===== src/rtl/bm_pkg.sv =====
package bm_pkg;

  typedef enum logic [1:0] {
    SZ_LONG = 2'd0,
    SZ_HALF = 2'd1,
    SZ_BYTE = 2'd2,
    SZ_RSVD = 2'd3
  } portSize_e;

  // Strobes from control to datapath
  typedef struct packed {
    logic      wrTake;   // a sub-word is accepted this cycle
    logic [1:0] wrLane;  // lane that sub-word lands in
    portSize_e size;     // effective size (never SZ_RSVD)
    logic      rdLoad;   // a wide word is loaded this cycle
    logic [1:0] rdLane;  // lane currently presented
  } bmStrobe_t;

endpackage


===== src/rtl/bm_ctrl.sv =====
module bm_ctrl
  import bm_pkg::*;
(
  input  logic       clk,
  input  logic       rstN,
  input  logic [1:0] cfgSize,
  input  logic       cfgLittle,
  input  logic       portInValid,
  output logic       portInReady,
  output logic       wideOutValid,
  input  logic       wideOutReady,
  input  logic       wideInValid,
  output logic       wideInReady,
  output logic       portOutValid,
  input  logic       portOutReady,
  output bmStrobe_t  strb
);

  portSize_e sizeQ;
  portSize_e sizeEff;
  logic      littleQ;
  logic [1:0] lastIdx;
  logic [1:0] wrCnt, rdCnt;
  logic      wrFull, rdFull;
  logic      wrTake, wrLast, wrPop;
  logic      rdAdv, rdLast, rdLoad;

  always_comb begin
    unique case (sizeQ)
      SZ_HALF: begin sizeEff = SZ_HALF; lastIdx = 2'd1; end
      SZ_BYTE: begin sizeEff = SZ_BYTE; lastIdx = 2'd3; end
      default: begin sizeEff = SZ_LONG; lastIdx = 2'd0; end
    endcase
  end

  // Write path: narrow -> wide
  assign wideOutValid = wrFull;
  assign portInReady  = !wrFull || wideOutReady;
  assign wrTake       = portInValid && portInReady;
  assign wrLast       = (wrCnt == lastIdx);
  assign wrPop        = wrFull && wideOutReady;

  // Read path: wide -> narrow
  assign portOutValid = rdFull;
  assign rdAdv        = rdFull && portOutReady;
  assign rdLast       = (rdCnt == lastIdx);
  assign wideInReady  = !rdFull || (portOutReady && rdLast);
  assign rdLoad       = wideInValid && wideInReady;

  always_ff @(posedge clk) begin
    if (!rstN) begin
      sizeQ   <= portSize_e'(cfgSize);
      littleQ <= cfgLittle;
      wrCnt   <= '0;
      wrFull  <= 1'b0;
      rdCnt   <= '0;
      rdFull  <= 1'b0;
    end else begin
      if (wrTake) wrCnt <= wrLast ? 2'd0 : wrCnt + 2'd1;
      if (wrTake && wrLast) wrFull <= 1'b1;
      else if (wrPop)       wrFull <= 1'b0;

      if (rdAdv) rdCnt <= rdLast ? 2'd0 : rdCnt + 2'd1;
      if (rdLoad)               rdFull <= 1'b1;
      else if (rdAdv && rdLast) rdFull <= 1'b0;
    end
  end

  always_comb begin
    strb.wrTake = wrTake;
    strb.wrLane = littleQ ? wrCnt : lastIdx - wrCnt;
    strb.size   = sizeEff;
    strb.rdLoad = rdLoad;
    strb.rdLane = littleQ ? rdCnt : lastIdx - rdCnt;
  end

  // the wide side only turns valid on the cycle after a final sub-word
  p_no_partial_push_r5: assert property (@(posedge clk) disable iff (!rstN)
    $rose(wideOutValid) |-> $past(portInValid && portInReady));

  // sub-word counter never passes the last lane of the active size
  p_wr_cnt_range_r5: assert property (@(posedge clk) disable iff (!rstN)
    wrCnt <= lastIdx);

  // an outbound sub-word that is not taken stays offered
  p_rd_hold_r8: assert property (@(posedge clk) disable iff (!rstN)
    portOutValid && !portOutReady |=> portOutValid);

  // captured settings do not move outside reset
  p_cfg_locked_r1: assert property (@(posedge clk) disable iff (!rstN)
    rstN && $past(rstN) |-> $stable(sizeQ) && $stable(littleQ));

endmodule


===== src/rtl/bm_datapath.sv =====
module bm_datapath
  import bm_pkg::*;
#(
  parameter int WordW = 36
) (
  input  logic             clk,
  input  bmStrobe_t        strb,
  input  logic [WordW-1:0] portInData,
  output logic [WordW-1:0] wideOutData,
  input  logic [WordW-1:0] wideInData,
  output logic [WordW-1:0] portOutData
);

  localparam int Lanes = 4;
  localparam int ByteW = WordW / Lanes;
  localparam int HalfW = WordW / 2;

  logic [ByteW-1:0] asmLane  [Lanes];
  logic [ByteW-1:0] holdLane [Lanes];
  logic [HalfW-1:0] holdHalf [2];
  logic [WordW-1:0] holdQ;

  always_ff @(posedge clk) begin
    if (strb.rdLoad) holdQ <= wideInData;
  end

  for (genvar g = 0; g < Lanes; g++) begin : g_lane
    logic             laneWe;
    logic [ByteW-1:0] laneSrc;

    always_comb begin
      unique case (strb.size)
        SZ_HALF: begin
          laneWe  = strb.wrTake && (strb.wrLane[0] == 1'(g / 2));
          laneSrc = portInData[(g % 2)*ByteW +: ByteW];
        end
        SZ_BYTE: begin
          laneWe  = strb.wrTake && (strb.wrLane == 2'(g));
          laneSrc = portInData[ByteW-1:0];
        end
        default: begin
          laneWe  = strb.wrTake;
          laneSrc = portInData[g*ByteW +: ByteW];
        end
      endcase
    end

    always_ff @(posedge clk) begin
      if (laneWe) asmLane[g] <= laneSrc;
    end

    assign wideOutData[g*ByteW +: ByteW] = asmLane[g];
    assign holdLane[g] = holdQ[g*ByteW +: ByteW];
  end

  for (genvar h = 0; h < 2; h++) begin : g_half
    assign holdHalf[h] = holdQ[h*HalfW +: HalfW];
  end

  always_comb begin
    unique case (strb.size)
      SZ_HALF: portOutData = {{(WordW-HalfW){1'b0}}, holdHalf[strb.rdLane[0]]};
      SZ_BYTE: portOutData = {{(WordW-ByteW){1'b0}}, holdLane[strb.rdLane]};
      default: portOutData = holdQ;
    endcase
  end

endmodule


===== src/rtl/bus_width_matcher.sv =====
module bus_width_matcher
  import bm_pkg::*;
#(
  parameter int WordW = 36
) (
  input  logic             clk,
  input  logic             rstN,
  input  logic [1:0]       cfgSize,
  input  logic             cfgLittle,
  input  logic [WordW-1:0] portInData,
  input  logic             portInValid,
  output logic             portInReady,
  output logic [WordW-1:0] wideOutData,
  output logic             wideOutValid,
  input  logic             wideOutReady,
  input  logic [WordW-1:0] wideInData,
  input  logic             wideInValid,
  output logic             wideInReady,
  output logic [WordW-1:0] portOutData,
  output logic             portOutValid,
  input  logic             portOutReady
);

  localparam int ByteW = WordW / 4;
  localparam int HalfW = WordW / 2;

  bmStrobe_t strb;

  bm_ctrl ctrl_i (
    .clk          (clk),
    .rstN         (rstN),
    .cfgSize      (cfgSize),
    .cfgLittle    (cfgLittle),
    .portInValid  (portInValid),
    .portInReady  (portInReady),
    .wideOutValid (wideOutValid),
    .wideOutReady (wideOutReady),
    .wideInValid  (wideInValid),
    .wideInReady  (wideInReady),
    .portOutValid (portOutValid),
    .portOutReady (portOutReady),
    .strb         (strb)
  );

  bm_datapath #(.WordW(WordW)) dp_i (
    .clk         (clk),
    .strb        (strb),
    .portInData  (portInData),
    .wideOutData (wideOutData),
    .wideInData  (wideInData),
    .portOutData (portOutData)
  );

  // an assembled word waits unchanged for the downstream side
  p_wide_hold_r8: assert property (@(posedge clk) disable iff (!rstN)
    wideOutValid && !wideOutReady |=> wideOutValid && $stable(wideOutData));

  // a stalled outbound sub-word keeps its value
  p_port_hold_r8: assert property (@(posedge clk) disable iff (!rstN)
    portOutValid && !portOutReady |=> $stable(portOutData));

  // unused upper port bits are zero in byte mode
  p_byte_upper_r7: assert property (@(posedge clk) disable iff (!rstN)
    portOutValid && strb.size == SZ_BYTE |-> portOutData[WordW-1:ByteW] == '0);

  // unused upper port bits are zero in half mode
  p_half_upper_r6: assert property (@(posedge clk) disable iff (!rstN)
    portOutValid && strb.size == SZ_HALF |-> portOutData[WordW-1:HalfW] == '0);

endmodule


===== config.mk =====
export PLATFORM = sky130hd
export DESIGN_NAME = bus_width_matcher
export DESIGN_NICKNAME = d
export VERILOG_FILES = /design/src/rtl/bm_pkg.sv /design/src/rtl/bm_ctrl.sv /design/src/rtl/bm_datapath.sv /design/src/rtl/bus_width_matcher.sv
export SDC_FILE = /design/constraint.sdc
export NUM_CORES = 1
export LEC_CHECK = 0
export ABC_CLOCK_PERIOD_IN_PS = 8430
export BUFFER_PORTS_ARGS = -buffer_cell sky130_fd_sc_hd__buf_2
export CAP_MARGIN = 20
export CELL_PAD_IN_SITES_DETAIL_PLACEMENT = 1
export CELL_PAD_IN_SITES_GLOBAL_PLACEMENT = 1
export CORE_AREA = 2 2 107 109
export DETAILED_ROUTE_END_ITERATION = 8
export DIE_AREA = 0 0 109 111
export GPL_TIMING_DRIVEN = 0
export PLACE_DENSITY = 0.85
export SYNTH_ARGS = -nofsm -noshare
export SYNTH_HDL_FRONTEND = slang
export SYNTH_SLANG_ARGS = --single-unit

===== constraint.sdc =====
create_clock -name clk -period 8.43 [get_ports clk]
set_input_delay 1.686 -clock clk [delete_from_list [all_inputs] [get_ports clk]]
set_output_delay 1.686 -clock clk [all_outputs]
set_load 0.1 [all_outputs]

Word level (Yosys, flattened, before mapping)
Memories as Yosys holds them, arrays and structs flattened.
Cells that the tools add are included.
{"block": "classes", "add_sub_neg": 4, "magnitude_cmp": 2, "n_eq_ne": 9, "mux": 32, "bitwise": 3, "reduce_logical": 21}
{"operator": "$pmux 36 s2", "count": 1}
{"operator": "$mux 18", "count": 3}
{"operator": "$mux 9", "count": 4}
{"operator": "$bmux 9 s2", "count": 1}
{"operator": "$pmux 9 s2", "count": 1}
{"operator": "$logic_and 1x1->1", "count": 13}
{"operator": "$mux 1", "count": 12}
{"operator": "$eq 2x2->1 const B", "count": 4}
{"operator": "$mux 2", "count": 4}
{"operator": "$pmux 1 s2", "count": 4}
{"operator": "$pmux 2 s2", "count": 2}
{"operator": "$eq 2x1->1 const B", "count": 3}
{"operator": "$add 2x1->2 const B", "count": 2}
{"operator": "$eq 2x2->1", "count": 2}
{"operator": "$reduce_bool 2->1", "count": 2}
{"operator": "$sub 2x2->2", "count": 2}
{"operator": "$ge 3x3->1 const B", "count": 1}
{"operator": "$not 2->3", "count": 1}
{"operator": "$ge 2x2->1 const B", "count": 1}
{"operator": "$logic_not 1->1", "count": 2}
{"operator": "$logic_not 2->1", "count": 1}
{"operator": "$logic_or 1x1->1", "count": 2}
{"operator": "$not 1->2", "count": 1}
{"operator": "$reduce_or 2->1", "count": 1}
{"operator": "$not 1->1", "count": 1}
{"block": "word_totals", "regBits": 45, "ram_bits": 36, "input_bits": 81, "output_inout_bits": 76, "wordCells": 79, "n_memories": 1}
{"name": "dp_i.asmLane", "depth": 4, "word_bits": 9, "read_ports": 4, "rd_clocked_by_memory_dff": 0, "write_ports": 4, "line_no": "bm_datapath.sv:18", "rtl": "logic [ByteW-1:0] asmLane [Lanes];"}

Depth between registers and ports, before layout
{"block": "depth", "depth_word": 9, "ltp_mapped": 8, "mapped_depth_nobuf": 6}

By module
Synthesis repeated with hierarchy kept, for this count alone.
{"block": "unflattened", "cells_unflattened": 326, "hier_area_um2": 4115.2}
{"mod": "bm_datapath", "n_inst": 1, "cells_each": 268, "area_each_um2": 3568.4, "seq_area_each_um2": 2162.1}
{"mod": "bm_ctrl", "n_inst": 1, "cells_each": 58, "area_each_um2": 546.8, "seq_area_each_um2": 210.2}

Worst setup path before layout
Ideal clock, no wire load.
{"block": "synth_path", "path_kind": "flip-flop to output port", "from": "register ctrl_i.sizeQ[0]", "to": "output port portOutData[10]", "t_arrival_ps": 3272, "required_ps": 6744, "slack_ps": 3472, "stages_incl_launch_ff": 8, "path_buffers": 2, "path_cell_list": "edfxtp_1 inv_1 ha_1 buf_2 nor2_2 buf_6 a22oi_1 o21ai_0"}
{"block": "synth_between", "elab_chain_len": 9, "elab_cells_between_ends": 13, "classes_between": "1 x add/sub; 4 x eq/ne; 7 x mux; 1 x bitwise"}
{"element": "from (decl)", "line_no": "bm_ctrl.sv:19", "rtl": "portSize_e sizeQ;"}
{"element": "from (signal assigned)", "line_no": "bm_ctrl.sv:52", "rtl": "sizeQ <= portSize_e'(cfgSize);"}
{"element": "$eq 2x2->1 or $eq 2x1->1 (tied branches)", "line_no": "bm_ctrl.sv:29", "rtl": "unique case (sizeQ)"}
{"element": "$pmux 2 s2", "line_no": "bm_ctrl.sv:29"}
{"element": "$sub 2x2->2", "line_no": "bm_ctrl.sv:74", "rtl": "strb.rdLane = littleQ ? rdCnt : lastIdx - rdCnt;"}
{"element": "$mux 2", "line_no": "bm_ctrl.sv:74"}
{"element": "$not 1->2 (not written as such)", "line_no": "bm_datapath.sv:62", "rtl": "SZ_HALF: portOutData = {{(WordW-HalfW){1'b0}}, holdHalf[strb.rdLane[0]]};"}
{"element": "$mux 18 (not written as such) (3 in a row)", "line_no": "bm_datapath.sv:62"}
{"element": "$pmux 36 s2 *", "line_no": "bm_datapath.sv:61", "rtl": "unique case (strb.size)"}
{"element": "to (decl)", "line_no": "bus_width_matcher.sv:19", "rtl": "output logic [WordW-1:0] portOutData,"}
Mark *: on every way between the ends. The rest lies on a longest branch, timed or not. The select of a mux whose other input is x is not followed.

Worst setup path after layout
{"block": "layout_path", "from": "register ctrl_i.sizeQ[1]", "to": "output port portOutData[4]"}
{"block": "layout_between", "elab_chain_len": 9, "elab_cells_between_ends": 17, "classes_between": "1 x add/sub; 4 x eq/ne; 10 x mux; 2 x bitwise"}
{"element": "$eq 2x2->1 or $eq 2x1->1 (tied branches)", "line_no": "bm_ctrl.sv:29"}
{"element": "$pmux 2 s2", "line_no": "bm_ctrl.sv:29"}
{"element": "$sub 2x2->2", "line_no": "bm_ctrl.sv:74"}
{"element": "$mux 2", "line_no": "bm_ctrl.sv:74"}
{"element": "$not 2->3 (not written as such) or $not 1->2 (tied branches)", "line_no": "bm_datapath.sv:63, bm_datapath.sv:62"}
{"element": "$bmux 9 s2 or $mux 18 (tied branches)", "line_no": "bm_datapath.sv:63, bm_datapath.sv:62"}
{"element": "$mux 9 (not written as such) or $mux 18 (tied branches) (2 in a row)", "line_no": "bm_datapath.sv:63, bm_datapath.sv:62"}
{"element": "$pmux 36 s2 *", "line_no": "bm_datapath.sv:61"}
Marked as above.

==> results by group <==
Place
  – RePlAce Congestion: 0.850
  – Hpwl dp: 11.1 mm
  – Port Buffers: 156
  – Dpl ws: 4.15 ns

Drt
  – Total Wirelength: 14.5 mm
  – DR vias/cell: 5.61
  – Final ANT Viol Nets: 0
  – Via count: 3930
  – Drt drc: 0
  – 1st-iter DRT viols: 246
  – WL per Instance: 20.8 um
  – Router iterations before antenna repair: 5

STA
  – Final setup fails: 0
  – Ratio of final minimum period to clock period: 0.546
  – Max frequency: 217 MHz
  – Clock skew: 0.00431 ns
  – Slew HR: 0.342
  – Final Hold Fails: 0
  – Fin. max-slew vios: 0
  – Hold Slack: 0.548 ns
  – RSZ-0062 raised after global routing: false
  – Setup TNS: 0 ns
  – Slew @ Worst Pin: 0.987 ns
  – Final worst slack: 3.83 ns
  – Min Tclk post-route: 4.60 ns

Setup path
  – R2r setup slk: 5.49 ns
  – Worst Setup End Kind: primary output
  – Reg2Reg Depth: 7
  – Launching point of the worst reg2reg path: ctrl_i.sizeQ[1]
  – Critical Setup Path Class: flop to primary output
  – Slowest CP cell: buf_1
  – Worst path arrival time: 2.92 ns
  – CP Max Fanout: 10
  – Most frequent CP cell: buf_2
  – CP max stage delay: 0.51 ns
  – Worst Setup Start Kind: flop
  – Worst r2r dst: dp_i.asmLane[2][5]
  – CP Launch Point: ctrl_i.sizeQ[1]
  – Worst setup endpoint: portOutData[4]
  – Crit path required time: 6.74 ns
  – Crit-path cells: ha_1 -> buf_2 -> buf_1 -> clkbuf_1 -> nand2_1 -> o2111ai_1 -> buf_2

Synthesis
  – Commonest cells post-synth: edfxtp_1, o21ai_0, nand2_1
  – Ys async rst share: 0
  – Sequential element share of the synthesized area: 0.540
  – Syn. warnings: 0
  – Synth area leaders: edfxtp_1, mux2_2, o21ai_0
  – Cell variety after synth: 47
  – Gate count of the mapped netlist: 384
  – Top cell type's share of synthesized area: 0.513
  – Syn Nets: 467
  – Synth area leader: edfxtp_1
  – Post-Syn Area: 4390 sq um
  – Count leader, synth: edfxtp_1
  – Register bit total from synthesis: 81
  – Synth Flop Type: edfxtp_1
  – Post-synth EDFFs: 75
  – Syn Area/Cell: 11.4 sq um

Cells and area
  – Ant diodes: 0
  – Sequential cell area: 2370 sq um
  – Fillcell total: 1264
  – Layout net count: 635
  – Layout cells sized above 1: 0.393
  – Area Overhead vs Synth: 30.4%
  – Multi-input gate area: 1820 sq um
  – Final core utilization: 0.517

Clock network
  – CTS sink cnt: 81
  – Setup Buffers After CTS: 0
  – CTS tree: done
  – CTS Buffer Depth: 2
  – Worst skew pair latency: 0.34 ns
  – CTS clock-pin slew for the worst setup and hold paths: 0.06 ns
  – CTS buffer count: 9
  – H-tree levels: 3
  – Clk root buf: clkbuf_16
  – Post-CTS Resized: 0
  – Hold-fix buffers, CTS: 0

GRT
  – All-Layer GR Usage: 0.243
  – Vias in the first global route: 4274
  – Global route total overflow: 0
  – Initial antenna violation count: 0
  – Largest net degree at the start of global routing: 26
  – First-pass GRT wire length: 22.2 mm

Job
  – Max_cap viols: 0

Floorplanning
  – Row cnt: 39
  – I/O pins: 157
  – Die Area: 12100 sq um
  – DIE WIDTH: 109 um
  – Initial core utilization: 0.397
  – Core area: 11100 sq um
  – Die height: 111 um

Outcome
  – Status: finished, final reports clean

Hold path
  – Min-Delay Path Class: flop to flop

Power and ir drop
  – PD cells: 268 nW/um^2
  – Peak VDD IR: 0.123 mV
  – Pleak: 0.00231 uW
  – Total power: 1540 uW
[flip-flops by register name, summed over array words and instances (netlist names)]
register             cells
ctrl_i.littleQ           1
ctrl_i.rdCnt             2
ctrl_i.wideOutValid      1
dp_i.asmLane            36
ctrl_i.portOutValid      1
ctrl_i.wrCnt             2
ctrl_i.sizeQ             2
dp_i.holdQ              36
[metrics by stage]
stage / area [sq um] / instances
detailed placement: 5390 / 684
finish: 5730 / 700
global placement: 5350 / 683
CTS: 5730 / 700
floorplan: 4390 / 384
global route: 5730 / 700
[worst min path at each step]
stage	startpoint	to	slack [ns]	cells after the start
after floorplan	ctrl_i.wrCnt[1]	ctrl_i.wrCnt[1]	0.51	2
after global placement	ctrl_i.wrCnt[1]	ctrl_i.wrCnt[1]	0.53	2
after detailed placement	ctrl_i.wideOutValid	ctrl_i.wideOutValid	0.54	2
after CTS	ctrl_i.wideOutValid	ctrl_i.wideOutValid	0.55	2
after global routing	ctrl_i.wideOutValid	ctrl_i.wideOutValid	0.58	2
final	ctrl_i.wideOutValid	ctrl_i.wideOutValid	0.55	2
[placed cells by master (no fill, tap or decap), types with 3 or more instances in the layout]
cell type and count:
buf_6 4, nand2b_1 8, mux2_2 18, a211oi_1 12
clkbuf_1 8, o21ai_0 36, xnor2_1 3, a32oi_1 3
nand2_1 30, or3_1 4, edfxtp_1 75, mux2i_1 15
and2_1 26, a221o_1 6, dfxtp_1 6, nor2_1 5
o21ai_1 3, or2_0 6, o2111ai_1 6, nor2b_1 8
o31a_1 3, clkbuf_16 9, o22ai_1 9, a21oi_1 16
nor3b_1 6, inv_1 9, a22oi_1 17, buf_2 169
buf_4 4
[layer usage]
| metal | vias up | global-route usage | wire length [um] |
|---|---|---|---|
| met1 | 1898 | 0.278 | 5530 |
| met4 | 0 | 0.119 | 360 |
| met5 | - | 0 | 0 |
| met2 | 209 | 0.426 | 7450 |
| li1 | 1793 | - | - |
| met3 | 30 | 0.0435 | 1210 |
[report_power, final]
group	switching [uW]	leakage [uW]	internal, uW
clock	161	0.000166	278
combinational	473	0.00138	119
sequential	21.0	0.000765	485
total	655	0.00231	881
[critical path: cells and delay by family, from the launching register on]
kind	cells	cell delay, ns
adder cells (fa/ha/maj)	1	0.28
buffers and inverters	4	1.65
flip-flops	1	0.39
AND/OR/NAND/NOR	1	0.11
AO/OA/AOI/OAI	1	0.14
[logic make-up after synthesis]
family                   count (synthesis)  share of synthesized area
AO/OA/AOI/OAI                          123                      0.185
adder cells (fa/ha/maj)                  2                    0.00569
buffers and inverters                   40                     0.0481
multiplexers                            33                     0.0803
flip-flops                              81                      0.540
AND/OR/NAND/NOR                         98                      0.121
XOR/XNOR                                 7                     0.0199
[layout make-up]
| cell class | count | share of cell area |
|---|---|---|
| timing repair buffer | 157 | 0.141 |
| multi-input combinational | 263 | 0.317 |
| inverter | 10 | 0.00655 |
| clock inverter | 5 | 0.0151 |
| tap | 143 | 0.0312 |
| sequential | 81 | 0.414 |
| clock buffer | 11 | 0.0441 |
| buffer | 30 | 0.0304 |
Power figures use the tool's default switching activity.
